--- src/rtl/nic_cmd_pkg.sv ---
package nic_cmd_pkg;
  localparam int DATA_W = 16;
  localparam int ADDR_W = 6;
  localparam int NREG   = 1 << ADDR_W;

  // register indices whose behaviour depends on the index
  localparam logic [ADDR_W-1:0] IDX_CMD   = 6'h00;
  localparam logic [ADDR_W-1:0] IDX_CFG   = 6'h01;
  localparam logic [ADDR_W-1:0] IDX_RXC   = 6'h02;
  localparam logic [ADDR_W-1:0] IDX_TXC   = 6'h03;
  localparam logic [ADDR_W-1:0] IDX_IMR   = 6'h04;
  localparam logic [ADDR_W-1:0] IDX_ISR   = 6'h05;
  localparam logic [ADDR_W-1:0] IDX_EOB   = 6'h13;
  localparam logic [ADDR_W-1:0] IDX_CAMP2 = 6'h22;
  localparam logic [ADDR_W-1:0] IDX_CAMP1 = 6'h23;
  localparam logic [ADDR_W-1:0] IDX_CAMP0 = 6'h24;
  localparam logic [ADDR_W-1:0] IDX_REV   = 6'h28;
  localparam logic [ADDR_W-1:0] IDX_TAL0  = 6'h2C;
  localparam logic [ADDR_W-1:0] IDX_TAL1  = 6'h2D;
  localparam logic [ADDR_W-1:0] IDX_TAL2  = 6'h2E;
  localparam logic [ADDR_W-1:0] IDX_RO2F  = 6'h2F;
  localparam logic [ADDR_W-1:0] IDX_CFG2  = 6'h3F;

  localparam logic [DATA_W-1:0] CMD_MASK  = 16'h03BF;
  localparam logic [DATA_W-1:0] CMD_RST_V = 16'h0094;
  localparam logic [DATA_W-1:0] IMR_MASK  = 16'h7FFF;
  localparam logic [DATA_W-1:0] CFG_MASK  = 16'hBFFF;
  localparam logic [DATA_W-1:0] CFG2_MASK = 16'hF017;
  localparam logic [DATA_W-1:0] TXC_MASK  = 16'hF000;
  localparam logic [DATA_W-1:0] RXC_MASK  = 16'hFFE0;
  localparam logic [DATA_W-1:0] EOB_RST_V = 16'h02F8;
  localparam logic [DATA_W-1:0] REV_RST_V = 16'h0004;

  // command bit positions
  localparam int B_HALT  = 0;
  localparam int B_TX    = 1;
  localparam int B_RXDIS = 2;
  localparam int B_RXEN  = 3;
  localparam int B_TSTOP = 4;
  localparam int B_TSTRT = 5;
  localparam int B_RST   = 7;
  localparam int B_RSRC  = 8;
  localparam int B_CAM   = 9;

  // status bit positions
  localparam int S_RBE  = 5;
  localparam int S_TXDN = 9;
  localparam int S_LCD  = 12;

  typedef struct packed {
    logic tx;
    logic rx_dis;
    logic rx_en;
    logic tmr_stop;
    logic tmr_start;
    logic sw_rst;
    logic rsrc;
    logic cam;
  } act_t;

  // {enable, value} for a plain-bank write
  function automatic logic [DATA_W:0] store_rule(input logic [ADDR_W-1:0] idx,
                                                 input logic [DATA_W-1:0] w,
                                                 input logic rst_pend);
    logic [DATA_W:0] r;
    case (idx)
      IDX_CFG:  r = {rst_pend, w & CFG_MASK};
      IDX_CFG2: r = {rst_pend, w & CFG2_MASK};
      IDX_TXC:  r = {1'b1, w & TXC_MASK};
      IDX_RXC:  r = {1'b1, w & RXC_MASK};
      IDX_TAL0, IDX_TAL1, IDX_TAL2: r = {1'b1, ~w};
      IDX_CAMP2, IDX_CAMP1, IDX_CAMP0, IDX_REV, IDX_RO2F,
      IDX_CMD, IDX_IMR, IDX_ISR: r = {1'b0, w};
      default:  r = {1'b1, w};
    endcase
    return r;
  endfunction

  function automatic logic [DATA_W-1:0] reset_val(input logic [ADDR_W-1:0] idx);
    case (idx)
      IDX_EOB: return EOB_RST_V;
      IDX_REV: return REV_RST_V;
      default: return '0;
    endcase
  endfunction
endpackage

--- src/rtl/nic_reg_store.sv ---
module nic_reg_store
  import nic_cmd_pkg::*;
#(
  parameter int AW = ADDR_W,
  parameter int DW = DATA_W,
  localparam int NE = 1 << AW
) (
  input  logic          clk_i,
  input  logic          rst_ni,
  input  logic          we_i,
  input  logic [AW-1:0] addr_i,
  input  logic [DW-1:0] wdata_i,
  input  logic          rst_pend_i,
  output logic [DW-1:0] rdata_o
);
  logic [NE*DW-1:0] flat;

  for (genvar gi = 0; gi < NE; gi++) begin : g_ent
    localparam logic [ADDR_W-1:0] IDX = ADDR_W'(gi);
    logic [DW-1:0] ent_q;
    logic [DW:0]   rule;
    logic          hit;

    always_comb begin
      hit  = we_i && (addr_i == AW'(gi));
      rule = store_rule(IDX, wdata_i, rst_pend_i);
    end

    always_ff @(posedge clk_i or negedge rst_ni) begin
      if (!rst_ni)              ent_q <= reset_val(IDX);
      else if (hit && rule[DW]) ent_q <= rule[DW-1:0];
    end

    assign flat[gi*DW +: DW] = ent_q;
  end

  assign rdata_o = flat[addr_i*DW +: DW];
endmodule

--- src/rtl/nic_cmd_ctrl.sv ---
module nic_cmd_ctrl
  import nic_cmd_pkg::*;
#(
  parameter int DW = DATA_W
) (
  input  logic          clk_i,
  input  logic          rst_ni,
  input  logic          cmd_we_i,
  input  logic [DW-1:0] wdata_i,
  input  logic          tx_done_i,
  input  logic          rsrc_done_i,
  input  logic          cam_done_i,
  input  logic          rbe_clr_i,
  output logic [DW-1:0] cmd_o,
  output act_t          act_o
);
  logic [DW-1:0] cmd_q, cmd_d;
  act_t          act_d, act_q;
  logic          swallow;

  always_comb begin
    cmd_d = cmd_q;
    act_d = '0;
    if (tx_done_i)   cmd_d[B_TX]   = 1'b0;
    if (rsrc_done_i) cmd_d[B_RSRC] = 1'b0;
    if (cam_done_i)  cmd_d[B_CAM]  = 1'b0;
    swallow = cmd_we_i && cmd_q[B_RST] && !wdata_i[B_RST];
    if (swallow) begin
      cmd_d[B_RST] = 1'b0;
    end else if (cmd_we_i) begin
      cmd_d = cmd_d | (wdata_i & CMD_MASK);
      if (wdata_i[B_RXDIS]) cmd_d[B_RXEN]  = 1'b0;
      if (wdata_i[B_RXEN])  cmd_d[B_RXDIS] = 1'b0;
      if (wdata_i[B_TSTOP]) cmd_d[B_TSTRT] = 1'b0;
      if (wdata_i[B_TSTRT]) cmd_d[B_TSTOP] = 1'b0;
      if (wdata_i[B_RST]) begin
        cmd_d[B_CAM]   = 1'b0;
        cmd_d[B_RSRC]  = 1'b0;
        cmd_d[B_TX]    = 1'b0;
        cmd_d[B_HALT]  = 1'b0;
        cmd_d[B_RST]   = 1'b1;
        cmd_d[B_RXDIS] = 1'b1;
      end
      act_d.tx        = wdata_i[B_TX] && !wdata_i[B_RST];
      act_d.rx_dis    = wdata_i[B_RXDIS];
      act_d.rx_en     = wdata_i[B_RXEN];
      act_d.tmr_stop  = wdata_i[B_TSTOP];
      act_d.tmr_start = wdata_i[B_TSTRT];
      act_d.sw_rst    = wdata_i[B_RST];
      act_d.rsrc      = wdata_i[B_RSRC] && !wdata_i[B_RST];
      act_d.cam       = wdata_i[B_CAM] && !wdata_i[B_RST];
    end
    // status-driven resource read (never coincides with a command write)
    if (rbe_clr_i) begin
      cmd_d[B_RSRC] = 1'b1;
      act_d.rsrc    = 1'b1;
    end
  end

  always_ff @(posedge clk_i or negedge rst_ni) begin
    if (!rst_ni) begin
      cmd_q <= CMD_RST_V;
      act_q <= '0;
    end else begin
      cmd_q <= cmd_d;
      act_q <= act_d;
    end
  end

  assign cmd_o = cmd_q;
  assign act_o = act_q;
endmodule

--- src/rtl/nic_irq_ctrl.sv ---
module nic_irq_ctrl
  import nic_cmd_pkg::*;
#(
  parameter int DW = DATA_W
) (
  input  logic          clk_i,
  input  logic          rst_ni,
  input  logic          imr_we_i,
  input  logic          isr_we_i,
  input  logic [DW-1:0] wdata_i,
  input  logic [DW-1:0] evt_i,
  input  logic          tx_done_i,
  input  logic          cam_done_i,
  output logic [DW-1:0] imr_o,
  output logic [DW-1:0] isr_o,
  output logic          rbe_clr_o,
  output logic          irq_o
);
  logic [DW-1:0] imr_q, isr_q, set_v, clr_v;

  always_comb begin
    set_v         = evt_i;
    set_v[S_TXDN] = set_v[S_TXDN] | tx_done_i;
    set_v[S_LCD]  = set_v[S_LCD]  | cam_done_i;
    clr_v         = isr_we_i ? (wdata_i & isr_q) : '0;
  end

  always_ff @(posedge clk_i or negedge rst_ni) begin
    if (!rst_ni) begin
      imr_q <= '0;
      isr_q <= '0;
    end else begin
      if (imr_we_i) imr_q <= wdata_i & IMR_MASK;
      isr_q <= (isr_q & ~clr_v) | set_v;  // set beats clear
    end
  end

  assign rbe_clr_o = clr_v[S_RBE];
  assign irq_o     = |(imr_q & isr_q);
  assign imr_o     = imr_q;
  assign isr_o     = isr_q;
endmodule

--- src/rtl/nic_cmd_regs.sv ---
module nic_cmd_regs
  import nic_cmd_pkg::*;
(
  input  logic              clk_i,
  input  logic              rst_ni,
  input  logic              we_i,
  input  logic [ADDR_W-1:0] addr_i,
  input  logic [DATA_W-1:0] wdata_i,
  output logic [DATA_W-1:0] rdata_o,
  input  logic [DATA_W-1:0] evt_i,
  input  logic              tx_done_i,
  input  logic              rsrc_done_i,
  input  logic              cam_done_i,
  output logic              tx_go_o,
  output logic              rx_dis_o,
  output logic              rx_en_o,
  output logic              tmr_stop_o,
  output logic              tmr_start_o,
  output logic              sw_rst_o,
  output logic              rsrc_rd_o,
  output logic              cam_ld_o,
  output logic              irq_o
);
  logic [DATA_W-1:0] cmd_q, imr_q, isr_q, bank_rd;
  logic              rbe_clr;
  act_t              act;

  nic_cmd_ctrl u_cmd (
    .clk_i, .rst_ni,
    .cmd_we_i   (we_i && addr_i == IDX_CMD),
    .wdata_i,
    .tx_done_i, .rsrc_done_i, .cam_done_i,
    .rbe_clr_i  (rbe_clr),
    .cmd_o      (cmd_q),
    .act_o      (act)
  );

  nic_irq_ctrl u_irq (
    .clk_i, .rst_ni,
    .imr_we_i   (we_i && addr_i == IDX_IMR),
    .isr_we_i   (we_i && addr_i == IDX_ISR),
    .wdata_i, .evt_i, .tx_done_i, .cam_done_i,
    .imr_o      (imr_q),
    .isr_o      (isr_q),
    .rbe_clr_o  (rbe_clr),
    .irq_o
  );

  nic_reg_store u_bank (
    .clk_i, .rst_ni, .we_i, .addr_i, .wdata_i,
    .rst_pend_i (cmd_q[B_RST]),
    .rdata_o    (bank_rd)
  );

  always_comb begin
    case (addr_i)
      IDX_CMD: rdata_o = cmd_q;
      IDX_IMR: rdata_o = imr_q;
      IDX_ISR: rdata_o = isr_q;
      default: rdata_o = bank_rd;
    endcase
  end

  assign tx_go_o     = act.tx;
  assign rx_dis_o    = act.rx_dis;
  assign rx_en_o     = act.rx_en;
  assign tmr_stop_o  = act.tmr_stop;
  assign tmr_start_o = act.tmr_start;
  assign sw_rst_o    = act.sw_rst;
  assign rsrc_rd_o   = act.rsrc;
  assign cam_ld_o    = act.cam;
endmodule

--- config.mk ---
export PLATFORM = sky130hd
export DESIGN_NAME = nic_cmd_regs
export DESIGN_NICKNAME = d
export VERILOG_FILES = /design/src/rtl/nic_cmd_pkg.sv /design/src/rtl/nic_reg_store.sv /design/src/rtl/nic_cmd_ctrl.sv /design/src/rtl/nic_irq_ctrl.sv /design/src/rtl/nic_cmd_regs.sv
export SDC_FILE = /design/constraint.sdc
export NUM_CORES = 1
export LEC_CHECK = 0
export BUFFER_PORTS_ARGS = -buffer_cell sky130_fd_sc_hd__buf_2
export CORE_MARGIN = 3
export CORE_UTILIZATION = 43
export CTS_CLUSTER_SIZE = 40
export DETAILED_ROUTE_END_ITERATION = 7
export HOLD_SLACK_MARGIN = 0.06
export MAX_ROUTING_LAYER = met4
export PLACE_DENSITY = 0.55
export SLEW_MARGIN = 5
export SYNTH_ARGS = -nofsm -noshare
export SYNTH_HDL_FRONTEND = slang
export SYNTH_SLANG_ARGS = --single-unit
export TNS_END_PERCENT = 20
--- constraint.sdc ---
create_clock -name clk_i -period 5.75 [get_ports clk_i]
set_input_delay 0.2875 -clock clk_i [delete_from_list [all_inputs] [get_ports clk_i]]
set_output_delay 0.2875 -clock clk_i [all_outputs]
set_load 0.01 [all_outputs]
==> results.txt <==
origin of the critical flop-to-flop path = u_cmd.cmd_o[7]
min Tclk post-route = 4.381 ns
Net Sw Power = 4.286 mW
Buffers on Ports = 68
R2R setup slack = 3.83 ns
Comb power frac = 13.3%
largest family of logic cells by synthesized area = multiplexers
Post-synth EDFFs = 0
Worst path max stage delay = 0.94 ns
Worst-Margin Slew = 1.258 ns
Hold/Removal Path Class = input pin to flip-flop
max-slew violation count = 0
1st-pass router iterations = 5
Core Footprint = 0.09728 mm²
most frequent CP cell = buf_4
reg2reg path depth = 3
post-DP HPWL = 83170 µm
register area share after synthesis = 54.11%
post-route ant nets = 0
CP Max Fanout = 35
crit end category = output port
most common cell after layout, fill and taps aside = dfrtp_1
Multi-input gate area = 0.01809 mm²
final worst-path cycle share = 76.19%
Synth Instances = 3052
layout cells sized above 1 = 42.91%
RePlAce Congestion = 0.9124
Placed Area = 0.04382 mm²
initial drt markers = 2568
initial antenna violation count = 12
wire length per cell = 30.67 µm
cell family with most CP delay = compound AO/OA/AOI/OAI gates
Die X = 320.3 µm
non-filler cells, final = 4418
sw frac = 25.82%
Hold Startpoint = wdata_i[7]
most frequent cells in the layout = 909 x dfrtp_1, 827 x mux2_2, 166 x nand2_1
# rows = 114
status = completed
Storage cell area = 0.02298 mm²
kind of critical path = input pin to output port
post-cts sizing count = 0
filler instances = 8465
leakage power = 21.91 nW
Max transition margin = 13.96%
ys flop type = dfrtp_1
final hold violations = 0
GR Overflow Total = 0
RSZ-0062 raised after global routing = false
final setup fails = 0
clock latency on the worst-skew pair = 0.68 ns
Clock power frac = 40.3%
Yosys cell types = 81
Initial Util = 43.66%
Num CTS Buffers = 101
vias in the first global route = 28100
setup TNS = 0 ns
CTS Sinks = 918
average size of a mapped cell = 13.92 µm²
Simple-Gate Fraction of Synth Area = 4.472%
Worst Hold Depth = 4
Max Fclk = 228.3 MHz
post-synth net total = 3096
Seq pwr share = 46.4%
CP Launch Type = input pin
Netlist Area Pre-Place = 0.04247 mm²
Post-CTS Setup Inserts = 0
Buf/Inv on CP = 3
clk_skew = 0.01845 ns
Finished Cell Area = 0.04751 mm²
internal power = 12.31 mW
final wirelength = 135500 µm
Post-synth ARST share = 100.0%
post-synthesis mux area share = 31.94%
WP data arrival = 4.09 ns
CTS tree = yes
area grow syn2layout = 11.86%
Vias/cell = 6.124
Yosys warning count = 0
Reg2Reg Capture Point = u_bank.g_ent[63].ent_q[2]
Clock transition at path regs = 0.06 ns
num ports = 69
hold endpoint = u_irq.isr_o[7]
CTS max path bufs = 3
pin count of the biggest net entering global routing = 174
compound-cell area share of the yosys netlist = 6.086%
placed cell count = 4196
Max VDD drop = 0.0002502 V
fraction of the mapped netlist area in adder cells = 0%
Clock Root Buffer = clkbuf_16
CP Cell Sequence = buf_4 > buf_4 > and2_1 > a2111oi_0 > a211oi_1 > a311oi_1 > o21ai_0 > buf_2
max-cap viol count = 0
H-tree depth = 3
register bit total from synthesis = 918
global-route wire length before repair = 198400 µm
Die H = 320.3 µm
Critical Path Slowest Stage Cell = and2_1
total power divided by cell area = 349.4 mW/mm²
Critical Path RT = 5.46 ns
XOR/XNOR share of the synthesized area = 0%
Nets = 3089
die area = 0.1026 mm²
vias post-DR = 27060
DRC = 0
Total GRT Usage = 27.28%
[how the worst max path moves through the flow]
stage	from	cells after the start	to	slack [ns]
2_1_floorplan	addr_i[0]	7	rdata_o[2]	3.41
3_3_place_gp	addr_i[0]	8	rdata_o[4]	1.61
3_5_place_dp	addr_i[0]	8	rdata_o[4]	1.59
4_1_cts	addr_i[0]	8	rdata_o[4]	1.57
5_1_grt	addr_i[0]	8	rdata_o[4]	1.34
6_report	addr_i[3]	8	rdata_o[4]	1.37
[layout make-up]
| type | count | area share [%] |
|---|---|---|
| Clock inverter | 45 | 0.9981 |
| Antenna cell | 10 | 0.05267 |
| Timing Repair Buffer | 170 | 2.768 |
| Multi-Input combinational cell | 1840 | 38.07 |
| Inverter | 14 | 0.1132 |
| Clock buffer | 145 | 6.265 |
| Sequential cell | 918 | 48.37 |
| Tap cell | 1276 | 3.360 |
[cells in the mapped netlist (6+ instances only)]
library cell / instances / share of area (%)
buf_6: 7 / 0.19
a22oi_1: 35 / 0.62
nand3_2: 7 / 0.16
a211oi_1: 15 / 0.27
o221ai_1: 6 / 0.12
a21oi_1: 71 / 0.84
a32oi_1: 11 / 0.23
a31oi_1: 10 / 0.15
and2_1: 15 / 0.22
a21o_1: 16 / 0.28
buf_2: 89 / 1.0
dfrtp_1: 909 / 54
inv_1: 13 / 0.11
nand3_1: 19 / 0.22
dfstp_2: 9 / 0.56
clkbuf_1: 140 / 1.2
nand2b_1: 11 / 0.16
o21ai_0: 107 / 1.3
nor2_2: 15 / 0.22
o2bb2ai_1: 6 / 0.12
nand2_1: 166 / 1.5
mux2i_1: 100 / 2.4
o211ai_1: 8 / 0.14
mux4_1: 8 / 0.49
nor2_1: 73 / 0.65
o32ai_1: 6 / 0.12
a22o_1: 16 / 0.33
buf_4: 39 / 0.69
mux4_2: 135 / 7.2
nand4_1: 6 / 0.088
nor2b_1: 16 / 0.24
o2111ai_1: 6 / 0.12
mux2_2: 827 / 22
o22ai_1: 13 / 0.19
a221oi_1: 20 / 0.41
nor3_1: 12 / 0.14
[state kept, by name, indices dropped and copies added, names as in the netlist]
| name | flops |
|---|---|
| u_cmd.cmd_o | 9 |
| u_bank.g_ent.ent_q | 870 |
| u_irq.isr_o | 16 |
| u_irq.imr_o | 15 |
| u_cmd.act_o | 8 |
[per-layer routing]
layer	global-route usage, %	vias up	part of all wire [%]
met5	-	-	0
met4	8.770	0	3.1
met3	7.774	230	8.9
met2	40.02	1056	45
met1	36.74	14530	43
li1	-	11250	-
[stage by stage]
stage,hold WS [ns],total power [mW],utilization (%),setup slack [ns]
after CTS,0.1589,16.71,48.82,1.573
after detailed placement,0.4024,9.996,45.04,1.587
after floorplan,-0.008091,9.129,-,3.415
after global routing,0.1998,17.25,48.83,1.344
final,0.1894,16.60,48.84,1.369
after global placement,0.4002,9.875,45.02,1.607
[worst reg2reg max path: stages (launching register included)]
cell,delay (ns)
dfstp_2,0.64
inv_1,0.06
or3_1,0.68
mux2_2,0.41
[power groups by stage]
stage / Combinational [mW] / Sequential, mW / Clock [mW]
6_report: 2.20 / 7.71 / 6.69
5_1_grt: 2.36 / 7.79 / 7.10
4_1_cts: 2.20 / 7.69 / 6.81
3_5_place_dp: 2.19 / 7.81 / 0
3_3_place_gp: 2.12 / 7.75 / 0
2_1_floorplan: 1.47 / 7.66 / 0
[what timing repair did]
action                                  CTS  global route
hold endpoints to repair                110             0
hold buffers                             22             0
endpoints found under the setup margin    0             0
[cells by family (layout without fill, tap and decap cells)]
| kind of cell | after synthesis | count (layout) |
|---|---|---|
| mux | 1070 | 1070 |
| flops | 918 | 918 |
| compound gates | 387 | 387 |
| simple gates | 383 | 383 |
| buf+inv | 294 | 374 |
| other cells | 0 | 10 |
(Power assumes the default switching activity.)
